### src/rtl/mcyc_pkg.sv
package mcyc_pkg;

  typedef enum logic [1:0] {
    ST_IDLE  = 2'd0,
    ST_FETCH = 2'd1,
    ST_DEFER = 2'd2,
    ST_EXEC  = 2'd3
  } mstate_e;

  typedef enum logic [2:0] {
    OP_AND = 3'd0,
    OP_TAD = 3'd1,
    OP_ISZ = 3'd2,
    OP_DCA = 3'd3,
    OP_JMS = 3'd4,
    OP_JMP = 3'd5,
    OP_IOT = 3'd6,
    OP_OPR = 3'd7
  } opc_e;

endpackage

### src/rtl/mcyc_decode.sv
module mcyc_decode
  import mcyc_pkg::*;
#(
  parameter int AW      = 12,
  parameter int AUTO_LO = 8,
  parameter int AUTO_HI = 15
) (
  input  logic [2:0]    opc,
  input  logic          ind,
  input  logic [AW-1:0] ptr,
  output logic          need_defer,
  output logic          defer_long,
  output logic          need_exec
);

  localparam logic [AW-1:0] LO_A = AW'(AUTO_LO);
  localparam logic [AW-1:0] HI_A = AW'(AUTO_HI);

  opc_e op;
  logic mem_ref;
  logic auto_ptr;

  assign op = opc_e'(opc);

  always_comb begin
    mem_ref   = 1'b0;
    need_exec = 1'b0;
    case (op)
      OP_AND, OP_TAD, OP_ISZ, OP_DCA, OP_JMS: begin
        mem_ref   = 1'b1;
        need_exec = 1'b1;
      end
      OP_JMP:  mem_ref = 1'b1;
      default: mem_ref = 1'b0;
    endcase
  end

  assign auto_ptr   = (ptr >= LO_A) && (ptr <= HI_A);
  assign need_defer = mem_ref && ind;
  assign defer_long = auto_ptr;

endmodule

### src/rtl/mcyc_tick.sv
module mcyc_tick #(
  parameter int SHORT_T = 12,
  parameter int LONG_T  = 14
) (
  input  logic clk,
  input  logic rst_n,
  input  logic load,
  input  logic load_long,
  output logic zero
);

  localparam int CW = $clog2(LONG_T + 1);
  localparam logic [CW-1:0] S_LAST = CW'(SHORT_T - 1);
  localparam logic [CW-1:0] L_LAST = CW'(LONG_T - 1);

  logic [CW-1:0] cnt_q;

  always_ff @(posedge clk) begin
    if (!rst_n) begin
      cnt_q <= '0;
    end else if (load) begin
      cnt_q <= load_long ? L_LAST : S_LAST;
    end else if (cnt_q != '0) begin
      cnt_q <= cnt_q - 1'b1;
    end
  end

  assign zero = (cnt_q == '0);

  assert_count_range_R7: assert property (@(posedge clk) disable iff (!rst_n)
    cnt_q <= L_LAST);

  assert_count_steps_R7: assert property (@(posedge clk) disable iff (!rst_n)
    (!load && cnt_q != '0) |=> (cnt_q == $past(cnt_q) - 1'b1));

endmodule

### src/rtl/mcyc_seq.sv
module mcyc_seq
  import mcyc_pkg::*;
(
  input  logic       clk,
  input  logic       rst_n,
  input  logic       start,
  input  logic       tick_zero,
  input  logic       need_defer,
  input  logic       defer_long,
  input  logic       need_exec,
  output logic [1:0] state_o,
  output logic       cyc_long_o,
  output logic       load_o,
  output logic       load_long_o,
  output logic       end_cyc_o,
  output logic       done_o
);

  mstate_e st_q, st_d, after;
  logic    busy;
  logic    done_q;

  function automatic logic is_long(mstate_e s, logic dl);
    case (s)
      ST_DEFER: return dl;
      ST_EXEC:  return 1'b1;
      default:  return 1'b0;
    endcase
  endfunction

  assign busy = (st_q != ST_IDLE);

  always_comb begin
    case (st_q)
      ST_FETCH: after = need_defer ? ST_DEFER : (need_exec ? ST_EXEC : ST_IDLE);
      ST_DEFER: after = need_exec ? ST_EXEC : ST_IDLE;
      default:  after = ST_IDLE;
    endcase
    st_d   = st_q;
    load_o = 1'b0;
    if (!busy) begin
      if (start) begin
        st_d   = ST_FETCH;
        load_o = 1'b1;
      end
    end else if (tick_zero) begin
      st_d   = after;
      load_o = (after != ST_IDLE);
    end
  end

  assign load_long_o = is_long(st_d, defer_long);
  assign end_cyc_o   = busy && tick_zero;

  always_ff @(posedge clk) begin
    if (!rst_n) begin
      st_q   <= ST_IDLE;
      done_q <= 1'b0;
    end else begin
      st_q   <= st_d;
      done_q <= end_cyc_o && (after == ST_IDLE);
    end
  end

  assign state_o    = st_q;
  assign cyc_long_o = is_long(st_q, defer_long);
  assign done_o     = done_q;

  assert_fetch_first_R3: assert property (@(posedge clk) disable iff (!rst_n)
    (start && !busy) |=> (state_o == 2'd1 && !cyc_long_o));

  assert_done_idle_R8: assert property (@(posedge clk) disable iff (!rst_n)
    done_o |-> (state_o == 2'd0 && $past(state_o) != 2'd0));

  assert_state_hold_R7: assert property (@(posedge clk) disable iff (!rst_n)
    (busy && !tick_zero) |=> $stable(state_o));

  assert_done_single_R8: assert property (@(posedge clk) disable iff (!rst_n)
    done_o |=> !done_o);

endmodule

### src/rtl/mcyc_timer.sv
module mcyc_timer
  import mcyc_pkg::*;
#(
  parameter int CLK_NS   = 100,
  parameter int SHORT_NS = 1200,
  parameter int LONG_NS  = 1400,
  parameter int IW       = 12,
  parameter int AW       = 12,
  parameter int TW       = 16,
  parameter int AUTO_LO  = 8,
  parameter int AUTO_HI  = 15
) (
  input  logic          clk,
  input  logic          rst_n,
  input  logic          in_valid,
  output logic          in_ready,
  input  logic [IW-1:0] in_instr,
  input  logic [AW-1:0] in_ptr,
  output logic [1:0]    state_o,
  output logic          cyc_long_o,
  output logic          done_o,
  output logic [TW-1:0] total_ns_o
);

  localparam int SHORT_T = SHORT_NS / CLK_NS;
  localparam int LONG_T  = LONG_NS / CLK_NS;
  localparam logic [TW-1:0] S_NS = TW'(SHORT_NS);
  localparam logic [TW-1:0] L_NS = TW'(LONG_NS);

  logic [IW-1:0] instr_q;
  logic [AW-1:0] ptr_q;
  logic [TW-1:0] total_q;
  logic start, tick_zero, need_defer, defer_long, need_exec;
  logic load, load_long, end_cyc;

  assign in_ready = (state_o == 2'd0);
  assign start    = in_valid && in_ready;

  always_ff @(posedge clk) begin
    if (!rst_n) begin
      instr_q <= '0;
      ptr_q   <= '0;
      total_q <= '0;
    end else if (start) begin
      instr_q <= in_instr;
      ptr_q   <= in_ptr;
      total_q <= '0;
    end else if (end_cyc) begin
      total_q <= total_q + (cyc_long_o ? L_NS : S_NS);
    end
  end

  assign total_ns_o = total_q;

  mcyc_decode #(.AW(AW), .AUTO_LO(AUTO_LO), .AUTO_HI(AUTO_HI)) u_dec (
    .opc        (instr_q[IW-1 -: 3]),
    .ind        (instr_q[IW-4]),
    .ptr        (ptr_q),
    .need_defer (need_defer),
    .defer_long (defer_long),
    .need_exec  (need_exec)
  );

  mcyc_tick #(.SHORT_T(SHORT_T), .LONG_T(LONG_T)) u_tick (
    .clk       (clk),
    .rst_n     (rst_n),
    .load      (load),
    .load_long (load_long),
    .zero      (tick_zero)
  );

  mcyc_seq u_seq (
    .clk         (clk),
    .rst_n       (rst_n),
    .start       (start),
    .tick_zero   (tick_zero),
    .need_defer  (need_defer),
    .defer_long  (defer_long),
    .need_exec   (need_exec),
    .state_o     (state_o),
    .cyc_long_o  (cyc_long_o),
    .load_o      (load),
    .load_long_o (load_long),
    .end_cyc_o   (end_cyc),
    .done_o      (done_o)
  );

  assert_exec_long_R5: assert property (@(posedge clk) disable iff (!rst_n)
    (state_o == 2'd3) |-> cyc_long_o);

  assert_defer_auto_R4: assert property (@(posedge clk) disable iff (!rst_n)
    (state_o == 2'd2 && cyc_long_o) |-> (ptr_q >= AW'(AUTO_LO) && ptr_q <= AW'(AUTO_HI)));

  assert_no_defer_io_R6: assert property (@(posedge clk) disable iff (!rst_n)
    (state_o == 2'd2) |-> (instr_q[IW-1 -: 2] != 2'b11));

  assert_done_total_R8: assert property (@(posedge clk) disable iff (!rst_n)
    done_o |-> (total_ns_o >= S_NS));

  assert_word_held_R1: assert property (@(posedge clk) disable iff (!rst_n)
    (state_o != 2'd0) |=> $stable(instr_q));

  assert_total_hold_R8: assert property (@(posedge clk) disable iff (!rst_n)
    (state_o == 2'd0 && !in_valid) |=> $stable(total_ns_o));

endmodule

### config.mk
export PLATFORM = sky130hd
export DESIGN_NAME = mcyc_timer
export DESIGN_NICKNAME = d
export VERILOG_FILES = /design/src/rtl/mcyc_pkg.sv /design/src/rtl/mcyc_decode.sv /design/src/rtl/mcyc_tick.sv /design/src/rtl/mcyc_seq.sv /design/src/rtl/mcyc_timer.sv
export SDC_FILE = /design/constraint.sdc
export NUM_CORES = 1
export LEC_CHECK = 0
export ABC_AREA = 0
export BUFFER_PORTS_ARGS = -buffer_cell sky130_fd_sc_hd__buf_2
export CORE_MARGIN = 2
export CORE_UTILIZATION = 51
export DETAILED_ROUTE_END_ITERATION = 10
export HOLD_SLACK_MARGIN = 0.1
export PLACE_DENSITY = 0.87
export SLEW_MARGIN = 40
export SYNTH_ARGS = -nofsm -noshare
export SYNTH_HDL_FRONTEND = slang
export SYNTH_SLANG_ARGS = --single-unit
### constraint.sdc
create_clock -name clk -period 3 [get_ports clk]
set_clock_uncertainty 0.2 [all_clocks]
set_input_delay 0.15 -clock clk [delete_from_list [all_inputs] [get_ports clk]]
set_output_delay 0.15 -clock clk [all_outputs]
set_load 0.02 [all_outputs]
# [Word-level counts from Yosys, hierarchy flattened]
# Cells that the tools add are included.
[classes] n_addsub=2 eq_ne=10 reduce_logical=16 muxes=17 bitwise=1 magnitude_cmp=2
[ops] operator="$add 16x11->16" n=1
[ops] operator="$ge 12x4->1 const B" n=1
[ops] operator="$le 12x4->1 const B" n=1
[ops] operator="$mux 2" n=5
[ops] operator="$mux 9" n=1
[ops] operator="$eq 2x2->1 const B" n=4
[ops] operator="$mux 4" n=2
[ops] operator="$eq 3x2->1 const B" n=2
[ops] operator="$eq 3x3->1 const B" n=2
[ops] operator="$reduce_bool 2->1" n=3
[ops] operator="$reduce_or 6->1" n=1
[ops] operator="$logic_and 1x1->1" n=5
[ops] operator="$mux 1" n=5
[ops] operator="$reduce_or 5->1" n=1
[ops] operator="$logic_not 2->1" n=2
[ops] operator="$logic_not 4->1" n=1
[ops] operator="$pmux 1 s2" n=2
[ops] operator="$pmux 2 s2" n=1
[ops] operator="$reduce_bool 4->1" n=1
[ops] operator="$sub 4x1->4 const B" n=1
[ops] operator="$eq 3x1->1 const B" n=1
[ops] operator="$logic_not 3->1" n=1
[ops] operator="$mux 3" n=1
[ops] operator="$eq 2x1->1 const B" n=1
[ops] operator="other kinds (2)" n=2
[word_totals] reg_bits=47 word_cells=54 input_bits=27 output_inout_bits=21

# [Logic depth before layout (Yosys ltp)]
# Gate-level depths: netlist (run 1).
[depth] word_depth=12 ltp_mapped=13 mapped_depth_nobuf=13

# [Hierarchy]
# Synthesis (run 1) repeated with hierarchy kept, for this count alone.
[hier_totals] hier_cells=215 area_unflattened_um2=1849.3
[modules_own_cells] mod="mcyc_timer" seq_area_each_um2=580.6 n_inst=1 cells_each=159 area_per_inst_um2=1348.8
[modules_own_cells] mod="mcyc_seq" seq_area_each_um2=60.1 n_inst=1 cells_each=27 area_per_inst_um2=247.7
[modules_own_cells] mod="mcyc_tick" seq_area_each_um2=80.1 n_inst=1 cells_each=23 area_per_inst_um2=217.7
[modules_own_cells] mod="mcyc_decode" seq_area_each_um2=0.0 n_inst=1 cells_each=6 area_per_inst_um2=35.0

# [Least setup slack after synthesis (run 1)]
# No wires, ideal clock.
[synth_path] kind="register -> register" start="register u_seq.st_q[0] (netlist: u_seq.state_o[0])" end="register total_q[11] (netlist: total_ns_o[11])" period_less_slack_ps=2805 t_arrival_ps=2473 required_time_ps=2668 path_buffers=0 setup_slack_ps=195 setup_time_ps=132 path_stages_with_launch=13 path_cell_list="dfxtp_1 inv_1 ha_1 a21oi_1 inv_1 ha_1 inv_1 ha_1 nand2b_1 a2111o_1 a31oi_2 or3_1 a21oi_1"
[synth_via] elab_chain_len=4 elab_cells_between_ends=10 cone_classes="1 x add/sub; 2 x eq/ne; 2 x mux; 5 x reduce/logical"
[synth_rtl] element="from (decl)" line="mcyc_seq.sv:19" text="mstate_e st_q, st_d, after;"
[synth_rtl] element="from (signal assigned)" line="mcyc_seq.sv:60" text="st_q <= st_d;"
[synth_rtl] element="$eq 2x2->1" line="mcyc_seq.sv:24" text="case (s)"
[synth_rtl] element="$pmux 1 s2 *" line="mcyc_seq.sv:24"
[synth_rtl] element="via cyc_long_o" line="mcyc_timer.sv:20" text="output logic cyc_long_o,"
[synth_rtl] element="$mux 9 *" line="mcyc_timer.sv:49" text="total_q <= total_q + (cyc_long_o ? L_NS : S_NS);"
[synth_rtl] element="$add 16x11->16 *" line="mcyc_timer.sv:49"
[synth_rtl] element="to (signal assigned)" line="mcyc_timer.sv:49"
[synth_rtl] element="to (decl)" line="mcyc_timer.sv:32" text="logic [TW-1:0] total_q;"
# The timed path passes the listed nets; every way through them passes the cells marked *.
# A chain may end at the register's enable or synchronous reset.

# [Worst setup path in the final report (run 1)]
[layout_path] start="register ptr_q[5]" end="register total_q[11] (netlist: total_ns_o[11])"
[layout_via] elab_chain_len=5 elab_cells_between_ends=6 cone_classes="1 x add/sub; 2 x order compare; 2 x mux; 1 x reduce/logical"
[layout_rtl] element="from (decl)" line="mcyc_timer.sv:31" text="logic [AW-1:0] ptr_q;"
[layout_rtl] element="from (signal assigned)" line="mcyc_timer.sv:46" text="ptr_q <= in_ptr;"
[layout_rtl] element="$ge 12x4->1 or $le 12x4->1 (tied branches)" line="mcyc_decode.sv:38" text="assign auto_ptr = (ptr >= LO_A) && (ptr <= HI_A);"
[layout_rtl] element="$logic_and 1x1->1 *" line="mcyc_decode.sv:38"
[layout_rtl] element="$pmux 1 s2 *" line="mcyc_seq.sv:24"
[layout_rtl] element="$mux 9 *" line="mcyc_timer.sv:49"
[layout_rtl] element="$add 16x11->16 *" line="mcyc_timer.sv:49"
# Every way passes the cells marked *; elsewhere a longest branch is shown, timed or not.

==> metrics.md, run 1 <==
| Metric | Value |
|---|---|
| Status | complete, no violations |
| Hold-critical path endpoint | u_tick.cnt_q[1]$_SDFFE_PN0P_ |
| Pins Over Slew Limit | 0 |
| Starting Density | 54.4% |
| Hold path cells | 5 |
| Compound-Gate Fraction of Synth Area | 17.5% |
| Relative slew slack | 58.4% |
| Top_reg_cell synth | sky130_fd_sc_hd__dfxtp_1 |
| Highest achievable clock rate | 344 MHz |
| Power Internal | 763 µW |
| GP Congestion | 0.784 |
| Dominant combinational cell family by area after synthesis | simple AND/OR/NAND/NOR gates |
| Antenna violations before repair | 0 |
| Synth cell types | 38 |
| Fraction of layout instances using a drive strength above 1 | 24.7% |
| Post-DRT Antenna Nets | 0 |
| Setup Crit Path Kind | reg -> reg |
| Clock network fraction of design power | 32.3% |
| Post-layout utilization of the core | 76.6% |
| Startpoint of the worst hold path | in_valid |
| Synthesis-to-finish area growth | 40.9% |
| Synthesized netlist cell count | 205 |
| Vias | 1715 |
| Tcrit/Tclk final | 97.0% |
| Total congestion overflow after global routing | 0 |
| Synth top cells by count | sky130_fd_sc_hd__nand2_1, sky130_fd_sc_hd__dfxtp_1, sky130_fd_sc_hd__nor2_1, sky130_fd_sc_hd__a21boi_0, sky130_fd_sc_hd__a21oi_1 |
| Final wirelength | 4840 µm |
| Part of the power in registers | 44.7% |
| Count of TritonRoute iterations in the first routing pass | 4 |
| Clock latency on the worst-skew pair | 370 ps |
| FF+latch count, synth | 33 |
| Clock edge transition at the registers on the reported setup and hold paths | 120 ps |
| Switching component of the power | 352 µW |
| Vias per inst | 5.44 |
| Post-Place Setup Slack | 125 ps |
| Detailed placement HPWL | 2530 µm |
| Mux share of post-synthesis cell area | 1.19% |
| Simple-gate portion of the synthesized area | 23.8% |
| # H-tree levels | 2 |
| Ant. Diodes | 0 |
| Maximum number of pins on one net before global-route repair | 19 |
| Buffer levels on the longest clock path | 2 |
| Path type of the worst min-delay path | in -> reg |
| Leakage power summed over all cells | 1.02 nW |
| Share of flip-flops with an asynchronous set or reset after synthesis | 0% |
| Post-layout net count | 308 |
| Peak ir drop on the vdd network | 0.384 mV |
| Number of buffers added by the clock tree synthesis step | 5 |
| Switching share of power | 31.5% |
| Source of the worst register-to-register timing path | ptr_q[5]$_SDFFE_PN0P_ |
| Logic depth of the worst register-to-register path | 13 |
| Average size of a mapped cell | 8.23 µm² |
| Vias in the first global route | 1643 |
| Clock root buffer | sky130_fd_sc_hd__clkbuf_4 |
| Number of enable flip-flop cells after synthesis | 0 |
| Count of boundary I/O pins | 48 |
| Endpoint of the worst register-to-register path | total_ns_o[11]$_SDFFE_PP0P_ |
| Portion of the post-synthesis area used by sequential elements | 39.2% |
| Port-buffer cells | 33 |
| Layout filler cell count | 208 |
| Violation count after the first detailed-route iteration | 122 |
| Clk sinks | 33 |
| Count of maximum capacitance violations | 0 |
| Final hold violation count | 0 |
| DIE AREA | 0.00378 mm² |
| Most area-hungry cell type in the Yosys netlist | sky130_fd_sc_hd__dfxtp_1 |
| Design Power | 1.12 mW |
| Wire length of the first global-routing pass | 7170 µm |
| Minimum clock period | 2910 ps |
| Synth top area share | 39.2% |
| Cell with the most instances after synthesis | sky130_fd_sc_hd__nand2_1 |
| Num rows | 20 |
| Tightest Pin Transition | 623 ps |
| Routed wirelength normalized by instance count | 15.4 µm |
| Drt drc | 0 |
| Chip Width | 61.5 µm |
| Finish-stage setup viols | 0 |
| Total Negative Setup Slacks | 0 ps |
| Dominant cells by area after synthesis | sky130_fd_sc_hd__dfxtp_1, sky130_fd_sc_hd__nand2_1, sky130_fd_sc_hd__ha_1 |
| Post-Synth Adder-Cell Area | 8.16% |
| Slack of the worst reg-to-reg path | 90 ps |
| Type of origin of the critical path | register |
| Final hold slack | 171 ps |
| Synthesized-area fraction occupied by xor and xnor cells | 4.67% |
| Placeable core region | 0.00310 mm² |
| Total power per unit cell area | 469 mW/mm² |
| Critical path endpoint category | register |
| Data required time at the worst endpoint | 3100 ps |
| DIE HEIGHT | 61.5 µm |
| Combinational fraction of design power | 23.0% |
| Final Worst Setup Slack | 89.6 ps |
| Combined area of all synthesized cells | 0.00169 mm² |
| Arrival time at the worst endpoint | 3010 ps |
| TritonCTS clock tree | yes |
| Number of warnings issued by yosys | 0 |
| Worst-path maximum fanout | 6 |
| Overall fraction of global-route tracks in use | 25.9% |
## how the worst max path moves through the flow
stage,end,from,slack (ps)
3_3_place_gp,total_ns_o[15]$_SDFFE_PP0P_,ptr_q[11]$_SDFFE_PN0P_,170
5_1_grt,total_ns_o[11]$_SDFFE_PP0P_,ptr_q[4]$_SDFFE_PN0P_,-60
2_1_floorplan,total_ns_o[11]$_SDFFE_PP0P_,u_seq.state_o[0]$_SDFF_PN0_,200
4_1_cts,total_ns_o[15]$_SDFFE_PP0P_,ptr_q[11]$_SDFFE_PN0P_,90
6_report,total_ns_o[11]$_SDFFE_PP0P_,ptr_q[5]$_SDFFE_PN0P_,90
3_5_place_dp,total_ns_o[15]$_SDFFE_PP0P_,ptr_q[11]$_SDFFE_PN0P_,130
## layout make-up
type / count / area, µm² / area share, %
clock inverter: 3 / 46.3 / 1.95
sequential: 33 / 662 / 27.8
timing repair buffer: 67 / 488 / 20.5
tap: 44 / 55.1 / 2.32
clock buffer: 5 / 37.5 / 1.58
multi-input combinational: 154 / 1050 / 44.3
inverter: 9 / 36.3 / 1.53
## power by group through the flow
| stage | Combinational (mW) | Sequential, mW | Clock, mW |
|---|---|---|---|
| 6_report | 0.257 | 0.498 | 0.360 |
| 5_1_grt | 0.282 | 0.502 | 0.375 |
| 4_1_cts | 0.234 | 0.493 | 0.352 |
| 3_5_place_dp | 0.204 | 0.503 | 0 |
| 3_3_place_gp | 0.194 | 0.501 | 0 |
| 2_1_floorplan | 0.152 | 0.505 | 0 |
## sequential cells by signal (all words and copies together), names as in the netlist
| signal | flops |
|---|---|
| instr_q | 4 |
| ptr_q | 9 |
| total_ns_o | 13 |
| u_seq.done_o | 1 |
| u_seq.state_o | 2 |
| u_tick.cnt_q | 4 |
## per-stage QoR
| stage | std cells | cell area (µm²) |
|---|---|---|
| 3_5_place_dp | 278 | 1900 |
| 2_1_floorplan | 207 | 1690 |
| 6_report | 315 | 2380 |
| 3_3_place_gp | 278 | 1900 |
| 4_1_cts | 313 | 2250 |
| 5_1_grt | 315 | 2380 |
## routing by layer
metal  vias to the layer above  wire, µm  GRT usage [%]
met5                         -         0              0
met4                         0       187           11.6
met3                        22       222           7.14
met2                        59      2610           47.4
met1                       813      1820           27.3
li1                        821         -              -
## cells in the final DEF, fill, tap and decap left out, drive strengths merged, types with 2 or more instances in the layout
cell type	n
nand2	41
buf	40
dfxtp	33
dlygate4sd3	27
nor2	14
a21boi	13
a21oi	12
ha	11
nor3	9
inv	9
o21ai	9
xor2	5
clkbuf	5
xnor2	4
or3	4
nand3	3
conb	3
nor4b	2
nand4	2
mux2i	2
o21a	2
o31a	2
nor4	2
nand2b	2
a31oi	2
## kinds of logic after synthesis
kind of cell,count (synthesis)
and+or+nand+nor,84
DFF,33
AOI/OAI and AO/OA,45
xor gates and xnor gates,9
adders and majority gates,11
other,1
muxes,2
buffers and inverters,20
## critical path: stages, from the launching register on
cell                      delay, ps
sky130_fd_sc_hd__dfxtp_2        360
sky130_fd_sc_hd__nor4b_4        260
sky130_fd_sc_hd__nand2_1        100
sky130_fd_sc_hd__nor4_2         300
sky130_fd_sc_hd__buf_4          180
sky130_fd_sc_hd__a21oi_4         70
sky130_fd_sc_hd__inv_4          100
sky130_fd_sc_hd__buf_4          110
sky130_fd_sc_hd__ha_2           220
sky130_fd_sc_hd__nor2_1          80
sky130_fd_sc_hd__nor2_2         170
sky130_fd_sc_hd__a31oi_4        140
sky130_fd_sc_hd__or3_1          420
sky130_fd_sc_hd__a21oi_2        130
## timing repair
item	CTS	global route
setup buffers	0	2
hold buffers	27	0
hold endpoints to repair	17	0
setup endpoints to repair	0	7
resized for setup	0	26
No activity file was read; power rests on OpenSTA's default activity.
==> inputs of run 2 (changes only) <==
--- a/config.mk
+++ b/config.mk
@@ -8,11 +8,13 @@
 export ABC_AREA = 0
 export BUFFER_PORTS_ARGS = -buffer_cell sky130_fd_sc_hd__buf_2
 export CORE_MARGIN = 2
-export CORE_UTILIZATION = 51
+export CORE_UTILIZATION = 50
+export CTS_CLUSTER_SIZE = 10
 export DETAILED_ROUTE_END_ITERATION = 10
 export HOLD_SLACK_MARGIN = 0.1
-export PLACE_DENSITY = 0.87
+export PLACE_DENSITY = 0.85
 export SLEW_MARGIN = 40
 export SYNTH_ARGS = -nofsm -noshare
 export SYNTH_HDL_FRONTEND = slang
+export SYNTH_HIERARCHICAL = 1
 export SYNTH_SLANG_ARGS = --single-unit
==> run 2 against run 1 <==
Compared with the run above: routed wire length decreased by 23%; final cell count fell by 1.6%; first-iteration DRC count down 70%; via count shrank 8.5%; core utilization down 9.0 points; synthesized cell count is 0.98% lower; sequential power rose by 2%; combinational power grew 15%; critical path type unchanged; largest power group unchanged.
==> metrics.md, run 2 <==
| Metric | Value |
|---|---|
| Minimum clock period | 2840 ps (-68.9 ps) |
| Clock edge transition at the registers on the reported setup and hold paths | 90 ps (-30 ps) |
| Antenna violations before repair | 0 (unchanged) |
| Count of maximum capacitance violations | 0 (unchanged) |
| Pins Over Slew Limit | 0 (unchanged) |
| Startpoint of the worst hold path | total_ns_o[15]$_SDFFE_PP0P_ |
| Commonest non-fill, non-tap cell in the layout | sky130_fd_sc_hd__nand2_1 |
| Violation count after the first detailed-route iteration | 36 (-70%) |
| Design Power | 1.06 mW (-4.9%) |
| Vias | 1570 (-8.5%) |
| Critical path, cell by cell | inv_1 > ha_1 > a21o_1 > buf_4 > ha_1 > nand2_1 > o211a_4 > or4_4 > a21oi_2 |
| Logic depth of the worst register-to-register path | 9 (-4) |
| Hold-critical path endpoint | total_ns_o[15]$_SDFFE_PP0P_ |
| Leakage power summed over all cells | 1.01 nW (-1.4%) |
| Count of TritonRoute iterations in the first routing pass | 6 (+2) |
| Worst-path maximum fanout | 7 (+1) |
| Clock latency on the worst-skew pair | 330 ps (-40 ps) |
| Cell with the largest stage delay on the worst path | sky130_fd_sc_hd__or4_4 |
| Relative slew slack | 66.4% (+8.1 points) |
| Commonest cells after routing, fill and taps aside | sky130_fd_sc_hd__nand2_1, sky130_fd_sc_hd__buf_2, sky130_fd_sc_hd__dfxtp_1 |
| Total Negative Setup Slacks | 0 ps (unchanged) |
| Combined area of all synthesized cells | 0.00174 mm² (+3.4%) |
| Number of warnings issued by yosys | 6 (+6) |
| Number of flip-flops in the largest register | 13 (unchanged) |
| Type of origin of the critical path | register |
| Vias per inst | 5.06 (-7.0%) |
| Maximum number of pins on one net before global-route repair | 23 (+4) |
| TritonCTS clock tree | yes |
| Fraction of layout instances using a drive strength above 1 | 19.3% (-5.4 points) |
| Overall fraction of global-route tracks in use | 19.3% (-6.6 points) |
| Endpoint of the worst register-to-register path | total_ns_o[15]$_SDFFE_PP0P_ |
| Starting Density | 52.3% (-2.1 points) |
| Tcrit/Tclk final | 94.7% (-2.3 points) |
| Buffer levels on the longest clock path | 2 (unchanged) |
| Synthesized netlist cell count | 203 (-0.98%) |
| Critical path buffers and inverters | 2 (-1) |
| Post-Place Setup Slack | 180 ps (+54.8 ps) |
| Routed wirelength normalized by instance count | 12.0 µm (-22%) |
| Number of buffers added by the clock tree synthesis step | 5 (unchanged) |
| Post-DRT Antenna Nets | 0 (unchanged) |
| Drt drc | 0 (unchanged) |
| Num rows | 21 (+5.0%) |
| Final Worst Setup Slack | 159 ps (+68.9 ps) |
| Finish-stage setup viols | 0 (unchanged) |
| Path type of the worst min-delay path | reg -> reg |
| Post-layout net count | 301 (-2.3%) |
| Critical path endpoint category | register |
| Tightest Pin Transition | 497 ps (-126 ps) |
| Status | complete, no violations |
| GP Congestion | 0.868 (+11%) |
| Clk sinks | 33 (unchanged) |
| Cell family with most CP delay | compound AO/OA/AOI/OAI gates |
| Count of boundary I/O pins | 48 (unchanged) |
| Vias in the first global route | 1477 (-10%) |
| Final hold violation count | 0 (unchanged) |
| Setup Crit Path Kind | reg -> reg |
| Synthesis-to-finish area growth | 29.3% |
| Peak ir drop on the vdd network | 0.331 mV (-14%) |
| Highest achievable clock rate | 352 MHz (+2.4%) |
| Total power per unit cell area | 470 mW/mm² (+0.19%) |
| Logic depth of the worst setup path including buffers | 9 (-4) |
| Setup repair after global routing missed its margin | false |
| DIE AREA | 0.00398 mm² (+5.1%) |
| Critical path's most frequent cell | sky130_fd_sc_hd__ha_1 |
| Wire length of the first global-routing pass | 6170 µm (-14%) |
| Post-cts repair resize count | 0 (unchanged) |
| Ant. Diodes | 0 (unchanged) |
| Total congestion overflow after global routing | 0 (unchanged) |
| Data required time at the worst endpoint | 3070 ps (-30 ps) |
| Final wirelength | 3720 µm (-23%) |
| Detailed placement HPWL | 2380 µm (-6.0%) |
| Arrival time at the worst endpoint | 2910 ps (-100 ps) |
| Port-buffer cells | 33 (unchanged) |
| Source of the worst register-to-register timing path | u_seq/state_o[0]$_SDFF_PN0_ |
| Clock root buffer | sky130_fd_sc_hd__clkbuf_4 |
| # H-tree levels | 2 (unchanged) |
| Crit-path max cell delay | 480 ps (+60 ps) |
| Chip Width | 63.1 µm (+2.5%) |
| DIE HEIGHT | 63.1 µm (+2.5%) |
| Placeable core region | 0.00334 mm² (+7.5%) |
| Hold path cells | 2 (-3) |
| Average size of a mapped cell | 8.59 µm² (+4.4%) |
| Slack of the worst reg-to-reg path | 160 ps (+70 ps) |
[run 2: where the power goes]
part	internal (mW)	total [mW]	leakage, nW	switching (mW)
combinational	0.142	0.296	0.708	0.154
clock	0.111	0.254	0.0314	0.143
sequential	0.477	0.510	0.269	0.0335
[run 2: what timing repair did]
action / 4_1_cts / 5_1_grt
buffers inserted: 0 / 1
hold endpoints to repair: 19 / 0
hold buffers: 27 / 0
setup endpoints to repair: 0 / 1
[run 2: worst max path at each step]
stage | startpoint | endpoint | slack (ps)
floorplan | u_seq/state_o[1]$_SDFF_PN0_ | total_ns_o[15]$_SDFFE_PP0P_ | 230
global placement | ptr_q[11]$_SDFFE_PN0P_ | total_ns_o[15]$_SDFFE_PP0P_ | 230
detailed placement | ptr_q[11]$_SDFFE_PN0P_ | total_ns_o[15]$_SDFFE_PP0P_ | 180
CTS | ptr_q[11]$_SDFFE_PN0P_ | total_ns_o[15]$_SDFFE_PP0P_ | 160
global route | ptr_q[11]$_SDFFE_PN0P_ | total_ns_o[15]$_SDFFE_PP0P_ | 2
finish | u_seq/state_o[0]$_SDFF_PN0_ | total_ns_o[15]$_SDFFE_PP0P_ | 160
[run 2: per-stage QoR]
stage | util (%) | hold slack (ps) | cell area [µm²] | std cells
detailed placement | 57.6 | 207 | 1920 | 275
CTS | 67.4 | 307 | 2250 | 309
global route | 67.6 | 345 | 2260 | 310
global placement | 57.6 | 204 | 1920 | 275
floorplan | - | 66.1 | 1750 | 205
finish | 67.6 | 305 | 2260 | 310
[run 2: metal layers]
| layer | global-route usage, % | up-vias | share of wire (%) |
|---|---|---|---|
| met1 | 21.4 | 721 | 44 |
| met4 | 8.06 | 0 | 1.7 |
| met5 | 0 | - | 0 |
| li1 | - | 817 | - |
| met3 | 4.29 | 8 | 3.1 |
| met2 | 35.2 | 24 | 51 |
[run 2: area by class of cell]
type                            count  area [µm²]
Clock buffer                        7        55.1
Fill cell                         268        1080
Inverter                           13        53.8
Multi-Input combinational cell    150         986
Sequential cell                    33         661
Tap cell                           46        57.6
Timing Repair Buffer               61         443
[run 2: tightest hold or removal path, stage by stage (launching register included)]
cell	delay, ps
sky130_fd_sc_hd__dfxtp_1	340
sky130_fd_sc_hd__o31ai_1	80
sky130_fd_sc_hd__a21oi_2	50
==> inputs of run 3 (changes only) <==
==> constraint.sdc (replaced) <==
create_clock -name clk -period 3 [get_ports clk]
set_clock_uncertainty 0.2 [all_clocks]
set_input_delay 0 -clock clk [delete_from_list [all_inputs] [get_ports clk]]
set_output_delay 0 -clock clk [all_outputs]
set_load 0.02 [all_outputs]
==> run 3 against run 2 <==
Compared with the run above: routed wire length grew 4.9%; via count grew 2.4%; fmax shrank 1.6%; sequential power is essentially flat; worst hold slack lost 3.6 ps; cell area grew 0.94%; core utilization grew 0.64 points; global-route usage grew 1.1 points; final cell count grew 0.32%; critical path type unchanged.
==> metrics.md, run 3 (synthesized netlist as in run 2, its figures left out) <==
| Metric | Value |
|---|---|
| Status | complete, no violations |
| Overall fraction of global-route tracks in use | 20.4% (+1.1 points) |
| Met3 demand-to-capacity share in global routing | 5.54% (+1.2 points) |
| Met1 routing resource usage after global routing | 23.9% (+2.5 points) |
| Clock edge transition at the registers on the reported setup and hold paths | 100 ps (about the same) |
| Clock root buffer | sky130_fd_sc_hd__clkbuf_4 |
| Vias in the first global route | 1486 (+0.61%) |
| Data required time at the worst endpoint | 3070 ps (about the same) |
| Highest achievable clock rate | 346 MHz (-1.6%) |
| Tcrit/Tclk final | 96.3% (+1.5 points) |
| Setup Crit Path Kind | reg -> reg |
| Critical path, cell by cell | inv_1 > ha_1 > a21o_1 > buf_4 > ha_1 > nand2_1 > o211a_4 > or4_4 > a21oi_2 |
| Type of origin of the critical path | register |
| Post-DRT Antenna Nets | 0 (unchanged) |
| Worst-path maximum fanout | 7 (unchanged) |
| Setup repair after global routing missed its margin | false |
| Commonest cells after routing, fill and taps aside | sky130_fd_sc_hd__nand2_1, sky130_fd_sc_hd__buf_2, sky130_fd_sc_hd__dfxtp_1 |
| Number of flip-flops in the largest register | 13 (unchanged) |
| Routed wirelength normalized by instance count | 12.5 µm (+4.5%) |
| Total congestion overflow after global routing | 0 (unchanged) |
| Critical path endpoint category | register |
| Num rows | 21 (unchanged) |
| Detailed placement HPWL | 2370 µm (-0.12%) |
| Chip Width | 63.1 µm (unchanged) |
| Count of boundary I/O pins | 48 (unchanged) |
| Placeable core region | 0.00334 mm² (unchanged) |
| Number of buffers added by the clock tree synthesis step | 5 (unchanged) |
| GR peak layer | met2 |
| Minimum clock period | 2890 ps (+46.0 ps) |
| Arrival time at the worst endpoint | 2960 ps (+50 ps) |
| Commonest non-fill, non-tap cell in the layout | sky130_fd_sc_hd__nand2_1 |
| Path type of the worst min-delay path | reg -> reg |
| Starting Density | 52.3% (unchanged) |
| # H-tree levels | 2 (unchanged) |
| Total power per unit cell area | 480 mW/mm² (+2.2%) |
| Fraction of layout instances using a drive strength above 1 | 20.4% (+1.1 points) |
| DIE HEIGHT | 63.1 µm (unchanged) |
| Critical path's most frequent cell | sky130_fd_sc_hd__ha_1 |
| Clk sinks | 33 (unchanged) |
| Violation count after the first detailed-route iteration | 68 (+89%) |
| Antenna violations before repair | 0 (unchanged) |
| Cell with the largest stage delay on the worst path | sky130_fd_sc_hd__dfxtp_1 |
| Finish-stage setup viols | 0 (unchanged) |
| Total Negative Setup Slacks | 0 ps (unchanged) |
| Port-buffer cells | 33 (unchanged) |
| Final wirelength | 3900 µm (+4.9%) |
| TritonCTS clock tree | yes |
| Leakage power summed over all cells | 1.02 nW (+1.1%) |
| GP Congestion | 0.823 (-5.2%) |
| Final hold violation count | 0 (unchanged) |
| Vias per inst | 5.17 (+2.0%) |
| Pins Over Slew Limit | 0 (unchanged) |
| Ant. Diodes | 0 (unchanged) |
| Maximum number of pins on one net before global-route repair | 23 (unchanged) |
| Count of TritonRoute iterations in the first routing pass | 4 (-2) |
| Vias | 1607 (+2.4%) |
| Synthesis-to-finish area growth | 30.6% |
| Wire length of the first global-routing pass | 6470 µm (+4.8%) |
| Drt drc | 0 (unchanged) |
| Buffer levels on the longest clock path | 2 (unchanged) |
| Post-layout utilization of the core | 68.2% (+0.64 points) |
| DIE AREA | 0.00398 mm² (unchanged) |
| Post-layout net count | 301 (unchanged) |
| Clock latency on the worst-skew pair | 340 ps (about the same) |
| Peak ir drop on the vdd network | 0.268 mV (-19%) |
| Met2 capacity usage during global routing | 35.9% (+0.66 points) |
| Crit-path max cell delay | 500 ps (+20 ps) |
| Count of maximum capacitance violations | 0 (unchanged) |
-- run 3: changes by cell type in the layout (fill, tap and decap cells not counted), sizes merged --
cell,previous run,this run
clkinv,2,3
-- run 3: power by group --
part           leakage (nW)  switching, mW  total (mW)  internal (mW)
Combinational         0.709          0.154       0.296          0.142
Sequential            0.269         0.0343       0.511          0.477
Clock                0.0413          0.150       0.286          0.136
-- run 3: final timing paths --
check / slack, ps / cells after the start / endpoint / from
min reg2reg: 300 / 2 / total_ns_o[15]$_SDFFE_PP0P_ / total_ns_o[15]$_SDFFE_PP0P_
max reg2reg: 110 / 9 / total_ns_o[15]$_SDFFE_PP0P_ / u_seq/state_o[0]$_SDFF_PN0_
min: 300 / 2 / total_ns_o[15]$_SDFFE_PP0P_ / total_ns_o[15]$_SDFFE_PP0P_
max: 110 / 9 / total_ns_o[15]$_SDFFE_PP0P_ / u_seq/state_o[0]$_SDFF_PN0_
-- run 3: layer usage --
layer	wire (µm)	part of all wire (%)
met5	0	0
met4	44	1.1
met3	128	3.3
met2	2020	52
met1	1710	44
-- run 3: worst max-delay path: cells and delay by family (launching register included) --
family	cells	cell delay, ps
adder cells (fa/ha/maj)	2	640
AO/OA/AOI/OAI	3	640
AND/OR/NAND/NOR	2	590
flip-flops	1	500
buffers and inverters	2	270
-- run 3: cell type report --
cell class	instances	area [µm²]
fill	274	1060
multi-input combinational	150	992
sequential	33	661
timing repair buffer	61	443
clock buffer	7	65.1
tap	46	57.6
inverter	13	53.8
clock inverter	1	5.00
-- run 3: metrics by stage --
| stage | setup slack [ps] | total power [mW] | hold slack, ps | instance area (µm²) | instances |
|---|---|---|---|---|---|
| final | 112 | 1.09 | 302 | 2280 | 311 |
| after CTS | 148 | 1.09 | 293 | 2260 | 310 |
| after floorplan | 225 | 0.730 | -83.9 | 1750 | 205 |
| after global placement | 241 | 0.774 | 52.5 | 1920 | 275 |
| after detailed placement | 180 | 0.778 | 56.9 | 1920 | 275 |
| after global routing | 1.31 | 1.16 | 340 | 2280 | 311 |
-- run 3: timing repair --
| item | 4_1_cts | 5_1_grt |
|---|---|---|
| resized for setup | 0 | 1 |
| endpoints found under the hold margin | 21 | 0 |
| hold buffers | 27 | 0 |
| setup buffers | 0 | 1 |
| endpoints found under the setup margin | 0 | 2 |
